`src/rtl/irqc_pkg.sv`:
```
package irqc_pkg;
    localparam int BW         = 32;
    localparam int NBANK      = 2;
    localparam int BIDX_W     = $clog2(NBANK);
    localparam int ADDR_W     = 12;
    localparam int OFS_W      = 4;

    typedef enum logic [OFS_W-1:0] {
        OFS_EVENTS = 4'h0,
        OFS_MASK   = 4'h4,
        OFS_CLEAR  = 4'h8,
        OFS_LEVELS = 4'hC
    } reg_ofs_e;

    typedef struct packed {
        logic              hit;
        logic [BIDX_W-1:0] bank;
        logic [OFS_W-1:0]  ofs;
    } dec_t;

    typedef struct packed {
        logic [BW-1:0] events;
        logic [BW-1:0] mask;
        logic [BW-1:0] levels;
    } bank_view_t;
endpackage

```
`src/rtl/irqc_decode.sv`:
```
module irqc_decode
    import irqc_pkg::*;
#(
    parameter int unsigned BASE   = 16,
    parameter int unsigned STRIDE = 16
) (
    input  logic [ADDR_W-1:0] addr,
    output dec_t              dec
);
    localparam int SH = $clog2(STRIDE);

    logic [ADDR_W-1:0] rel;
    logic [ADDR_W-1:0] idx;

    always_comb begin
        rel      = addr - ADDR_W'(BASE);
        idx      = rel >> SH;
        dec.hit  = (idx < ADDR_W'(NBANK));
        dec.bank = idx[BIDX_W-1:0];
        dec.ofs  = addr[OFS_W-1:0];
    end
endmodule

```
`src/rtl/irqc_bank.sv`:
```
module irqc_bank
    import irqc_pkg::*;
#(
    parameter logic [BW-1:0] LVL_TRIG = '0
) (
    input  logic          clk,
    input  logic          rst,
    input  logic [BW-1:0] lines,
    input  logic          mask_we,
    input  logic [BW-1:0] mask_wd,
    input  logic          clr_we,
    input  logic [BW-1:0] clr_wd,
    output bank_view_t    view,
    output logic          req
);
    logic [BW-1:0] ev_q, mask_q, lvl_q;
    logic [BW-1:0] rise, set_bits, clr_bits;

    always_comb begin
        rise     = lines & ~lvl_q;
        set_bits = rise & ~LVL_TRIG;
        clr_bits = clr_we ? (clr_wd & ~LVL_TRIG) : '0;
    end

    always_ff @(posedge clk) begin
        if (rst) begin
            ev_q   <= '0;
            mask_q <= '0;
            lvl_q  <= '0;
        end else begin
            lvl_q <= lines;
            ev_q  <= (ev_q & ~clr_bits) | set_bits;
            if (mask_we) mask_q <= mask_wd;
        end
    end

    assign view.events = ev_q;
    assign view.mask   = mask_q;
    assign view.levels = lvl_q;
    assign req         = |((ev_q | (lvl_q & LVL_TRIG)) & mask_q);

    AST_LT_NO_EVENT: assert property (@(posedge clk) disable iff (rst)
        (ev_q & LVL_TRIG) == '0);
    AST_LEVEL_TRACK: assert property (@(posedge clk) disable iff (rst)
        !rst |=> lvl_q == $past(lines));
    AST_EVENT_STICKY: assert property (@(posedge clk) disable iff (rst)
        !clr_we |=> (ev_q & $past(ev_q)) == $past(ev_q));
    AST_SET_WINS: assert property (@(posedge clk) disable iff (rst)
        !rst |=> (ev_q & $past(set_bits)) == $past(set_bits));
    AST_MASK_HOLD: assert property (@(posedge clk) disable iff (rst)
        !mask_we |=> $stable(mask_q));
endmodule

```
`src/rtl/dual_bank_irq_ctrl.sv`:
```
module dual_bank_irq_ctrl
    import irqc_pkg::*;
#(
    parameter logic [BW-1:0] LVL_TRIG_B0 = 32'h0000_0000,
    parameter logic [BW-1:0] LVL_TRIG_B1 = 32'h1FF0_0000,
    parameter int unsigned   BANK_BASE   = 16,
    parameter int unsigned   BANK_STRIDE = 16
) (
    input  logic                clk,
    input  logic                rst,
    input  logic [NBANK*BW-1:0] irq_in,
    input  logic                wr_en,
    input  logic                rd_en,
    input  logic [ADDR_W-1:0]   addr,
    input  logic [BW-1:0]       wr_data,
    output logic [BW-1:0]       rd_data,
    output logic                irq_out
);
    dec_t               dec;
    bank_view_t         views [NBANK];
    logic [NBANK-1:0]   bank_req;

    irqc_decode #(.BASE(BANK_BASE), .STRIDE(BANK_STRIDE)) i_dec (
        .addr (addr),
        .dec  (dec)
    );

    for (genvar b = 0; b < NBANK; b++) begin : g_bank
        localparam logic [BW-1:0] LT = (b == 1) ? LVL_TRIG_B1 : LVL_TRIG_B0;
        logic sel;
        assign sel = wr_en && dec.hit && (dec.bank == BIDX_W'(b));

        irqc_bank #(.LVL_TRIG(LT)) i_bank (
            .clk     (clk),
            .rst     (rst),
            .lines   (irq_in[(NBANK-1-b)*BW +: BW]),
            .mask_we (sel && dec.ofs == OFS_MASK),
            .mask_wd (wr_data),
            .clr_we  (sel && dec.ofs == OFS_CLEAR),
            .clr_wd  (wr_data),
            .view    (views[b]),
            .req     (bank_req[b])
        );
    end

    always_comb begin
        rd_data = '0;
        if (rd_en && dec.hit) begin
            case (dec.ofs)
                OFS_EVENTS: rd_data = views[dec.bank].events;
                OFS_MASK:   rd_data = views[dec.bank].mask;
                OFS_LEVELS: rd_data = views[dec.bank].levels;
                default:    rd_data = '0;
            endcase
        end
    end

    assign irq_out = |bank_req;

    AST_RD_IDLE_ZERO: assert property (@(posedge clk) disable iff (rst)
        !rd_en |-> rd_data == '0);
    AST_RD_LOW_ADDR: assert property (@(posedge clk) disable iff (rst)
        (rd_en && addr < ADDR_W'(BANK_BASE)) |-> rd_data == '0);
    AST_MASKED_QUIET: assert property (@(posedge clk) disable iff (rst)
        (views[0].mask == '0 && views[1].mask == '0) |-> !irq_out);
endmodule

```
`config.mk`:
```
export PLATFORM = sky130hd
export DESIGN_NAME = dual_bank_irq_ctrl
export DESIGN_NICKNAME = d
export VERILOG_FILES = /design/src/rtl/irqc_pkg.sv /design/src/rtl/irqc_decode.sv /design/src/rtl/irqc_bank.sv /design/src/rtl/dual_bank_irq_ctrl.sv
export SDC_FILE = /design/constraint.sdc
export NUM_CORES = 1
export LEC_CHECK = 0
export ABC_AREA = 1
export CAP_MARGIN = 40
export CELL_PAD_IN_SITES_DETAIL_PLACEMENT = 1
export CELL_PAD_IN_SITES_GLOBAL_PLACEMENT = 2
export CORE_MARGIN = 5
export CORE_UTILIZATION = 31
export DETAILED_ROUTE_END_ITERATION = 7
export PLACE_DENSITY_LB_ADDON = 0.08
export SETUP_SLACK_MARGIN = 0.4
export SYNTH_ARGS = -nofsm -noshare
export SYNTH_HDL_FRONTEND = slang
export SYNTH_HIERARCHICAL = 1
export SYNTH_SLANG_ARGS = --single-unit
```
`constraint.sdc`:
```
create_clock -name clk -period 4.3 [get_ports clk]
set_clock_uncertainty 0.2 [all_clocks]
set_input_delay 0.43 -clock clk [delete_from_list [all_inputs] [get_ports clk]]
set_output_delay 0.43 -clock clk [all_outputs]
set_load 0.05 [all_outputs]
```
==> summary.txt <==
Run status
  • Outcome: complete, no violations

Floorplan
  • Die area: 33100 um2
  • Core Box Area: 29400 um2
  • Die Span X: between 150 and 200 um
  • Num rows: 63
  • Die Ht: 182 um
  • IO Count: 145
  • Starting Density: between 30 and 40%

Global routing
  • Largest net degree at the start of global routing: 58
  • Number of global-route vias before repair: between 9k and 10k
  • First-pass GRT wire length: around 50000 um
  • Grt ovf: 0
  • Antenna violations before repair: 0
  • GRT Overall Usage: approximately 19%

STA
  • Final Hold Fails: 0
  • RSZ-0062 raised after global routing: no
  • Setup TNS: 0 ns
  • Setup Viol. Count Final: 0
  • Post-layout minimum cycle time: 3.22 ns
  • Max Clk Rate: roughly 310 MHz
  • Worst-margin pin slew: roughly 0.78 ns
  • Max-slew violations: 0
  • Crit share post-route: between 70% and 80%
  • Headroom to the max-slew limit: a little under half

Cells and area
  • Most frequent cells in the layout: nand2_1 (586), nor2_1 (214), dfxtp_1 (183)
  • Nets: ~1.6k
  • Layout cells sized above 1: around a tenth
  • Synth-to-Final Area Change: 27.7%
  • Sequential Area: roughly 3700 um2
  • Fillcell total: 3747
  • Commonest non-fill, non-tap cell in the layout: nand2_1
  • Multi-input gate area: around 4600 um2
  • Cell Count, Final, Fillers Out: approximately 1.9k
  • Final Util: approximately two fifths
  • ANT cells: 0
  • Finished Cell Area: roughly 12000 um2

Critical path
  • R2R Path End: g_bank[0].i_bank/mask_q[3]$_SDFFE_PP0P_
  • R2R Setup Slk: around 3.4 ns
  • Crit path max-delay cell type: clkdlybuf4s50_1
  • R2R cell count: 2
  • CP startpoint: addr[4]
  • Critical path class: input port to output pin
  • Data required time of the worst path: between 3 and 4 ns
  • Crit start category: input port
  • Crit path DAT: between 2 and 3 ns
  • Crit-path cells: clkdlybuf4s50_1 -> inv_2 -> inv_4 -> buf_12 -> nand2_1 -> nand2_1 -> nand2_1 -> nand3_1 -> nand2_1 -> inv_1 -> buf_12
  • Crit. path cell count: 11
  • CP Capture Type: output pin
  • CP Max Fanout: between 50 and 60
  • Top Family by Delay on Critical Path: buffers and inverters
  • Worst r2r src: g_bank[0].i_bank/mask_q[3]$_SDFFE_PP0P_
  • Worst path bufs/invs: 6
  • Slowest cell delay on critical path: approximately 0.48 ns
  • CP dominant cell by count: nand2_1

Synth
  • Top cell type's share of synthesized area: about two fifths
  • Synth unique cells: 22
  • Yosys Warn Count: 6
  • Post-synth top area cell: dfxtp_1
  • Post-synthesis sequential area ratio: about two fifths
  • Top area cells in the synthesized netlist: dfxtp_1 (40%), nand2_1 (24%), nor2_1 (8.9%)
  • Cell count after synthesis: roughly 1.4k
  • Avg Cell Area, Syn: ~6.5 um2
  • Count of state elements after synthesis: approximately 180
  • Mapped cell area: roughly 9200 um2

Worst hold path
  • Worst Hold Path EP: g_bank[1].i_bank/lvl_q[19]$_SDFF_PP0_
  • HP Start: rst
  • Hold WC Path Type: input port to register
  • Hold depth: 2

Pwr
  • Leakage power: ~5.7 nW
  • Combinational share of power: 10.1%
  • Power per cell area: between 300 and 400 nW/um2
  • Clock Power Share: a little over two fifths
  • Total power: roughly 4 mW
  • Pint: roughly 2.9 mW
  • Sw frac: around 27%
  • Sequential power share: 46.9%
  • NetSw: about 1.1 mW
  • VDD IR max: ~0.25 mV

Route
  • Post-route ant nets: 0
  • 1st-pass router iterations: 4
  • Final wirelength: roughly 32000 um
  • Via/cell ratio: between 4 and 5
  • First-iteration detailed-routing DRC count: 310
  • Routed length per placed instance: 16.8 um
  • Via count: roughly 9.0k
  • DRC violations left: 0

Clock tree
  • CTS buffer count: 17
  • Clock Pin Slew Worst Setup and Hold Paths: approximately 0.07 ns
  • Resize count post-CTS: 0
  • Max Buffers Root-to-Sink: 2
  • # H-tree levels: 4
  • Worst-Skew Late Latency: 0.46 ns
  • CTS tree: yes
  • Setup bufs post-CTS: 0
  • # hold bufs at CTS: 0
  • Clock root buffer: clkbuf_16
  • TritonCTS Sinks: 183

Placed design
  • Final Wtd Congestion: 0.748
  • Dpl cell area: between 10000 and 15000 um2
  • Final HPWL DP: between 20000 and 25000 um
  • # placed instances: between 1.5k and 2k
  • Port bufs: around 140

Flow run
  • MaxCap Viol Count: 0
## how the worst max path moves through the flow
stage	end	slack (ns)
after detailed placement	g_bank[0].i_bank/mask_q[17]$_SDFFE_PP0P_	0.89
after global placement	g_bank[0].i_bank/mask_q[24]$_SDFFE_PP0P_	0.99
after CTS	rd_data[7]	1.01
final	rd_data[19]	1.08
after floorplan	rd_data[10]	1.93
after global routing	rd_data[16]	0.81
## worst register-to-register path, cell delays in order (launching register included)
cell and delay (ns):
dfxtp_1 0.35, o21ai_0 0.20, nor2_1 0.05
## cell type report
cell class              instances  share of cell area, %
inverters                     112                   3.61
flip-flops and latches        183                   31.3
well taps                     390                   4.16
multi-input cells            1034                   38.9
repair buffers                166                   16.7
clock buffers                  18                   3.75
clock inverters                14                   1.53
## cells in the mapped netlist
master	number
nor2_1	218
nand2_1	586
buf_4	17
o21ai_0	59
dfxtp_1	183
buf_6	14
o31ai_1	9
clkbuf_2	5
o21ai_1	5
inv_4	1
conb_1	1
buf_2	51
ha_1	1
nand2_2	3
inv_2	5
nand3_1	90
or2_2	1
inv_1	106
o31ai_2	46
nor2_4	1
nor2_2	5
nand4_1	1
## sequential cells by signal, indices dropped and copies added (netlist names)
signal	cells
g_bank.i_bank/lvl_q	64
g_bank.i_bank/ev_q	55
g_bank.i_bank/mask_q	64
## kinds of logic (layout without fill, tap and decap cells)
family | count (synthesis) | after routing | share of synthesized area [%]
compound gates | 119 | 119 | 10.5
other cells | 1 | 9 | 0.0409
fa+ha+maj | 1 | 1 | 0.136
buf+inv | 199 | 310 | 10.8
simple gates | 905 | 905 | 38.6
flops | 183 | 183 | 39.9
## through the flow
stage | setup slack [ns] | hold WS, ns
final | 1.08 | 0.245
after floorplan | 1.93 | 0.218
after CTS | 1.01 | 0.236
after global placement | 0.990 | 0.226
after global routing | 0.810 | 0.255
after detailed placement | 0.892 | 0.237
## routing by layer
metal	part of all wire [%]	track usage, %	vias up
met1	47	25.7	4297
met3	3.1	3.13	14
met4	0.71	3.69	0
met2	49	33.7	122
li1	-	-	4534
met5	0	0	-
## power by group through the flow
| stage | logic [mW] | clock network, mW | registers [mW] |
|---|---|---|---|
| 3_3_place_gp | 0.397 | 0 | 1.88 |
| 3_5_place_dp | 0.404 | 0 | 1.88 |
| 5_1_grt | 0.443 | 1.79 | 1.85 |
| 4_1_cts | 0.406 | 1.74 | 1.84 |
| 6_report | 0.398 | 1.69 | 1.84 |
| 2_1_floorplan | 0.236 | 0 | 1.86 |
(Power assumes the default switching activity.)
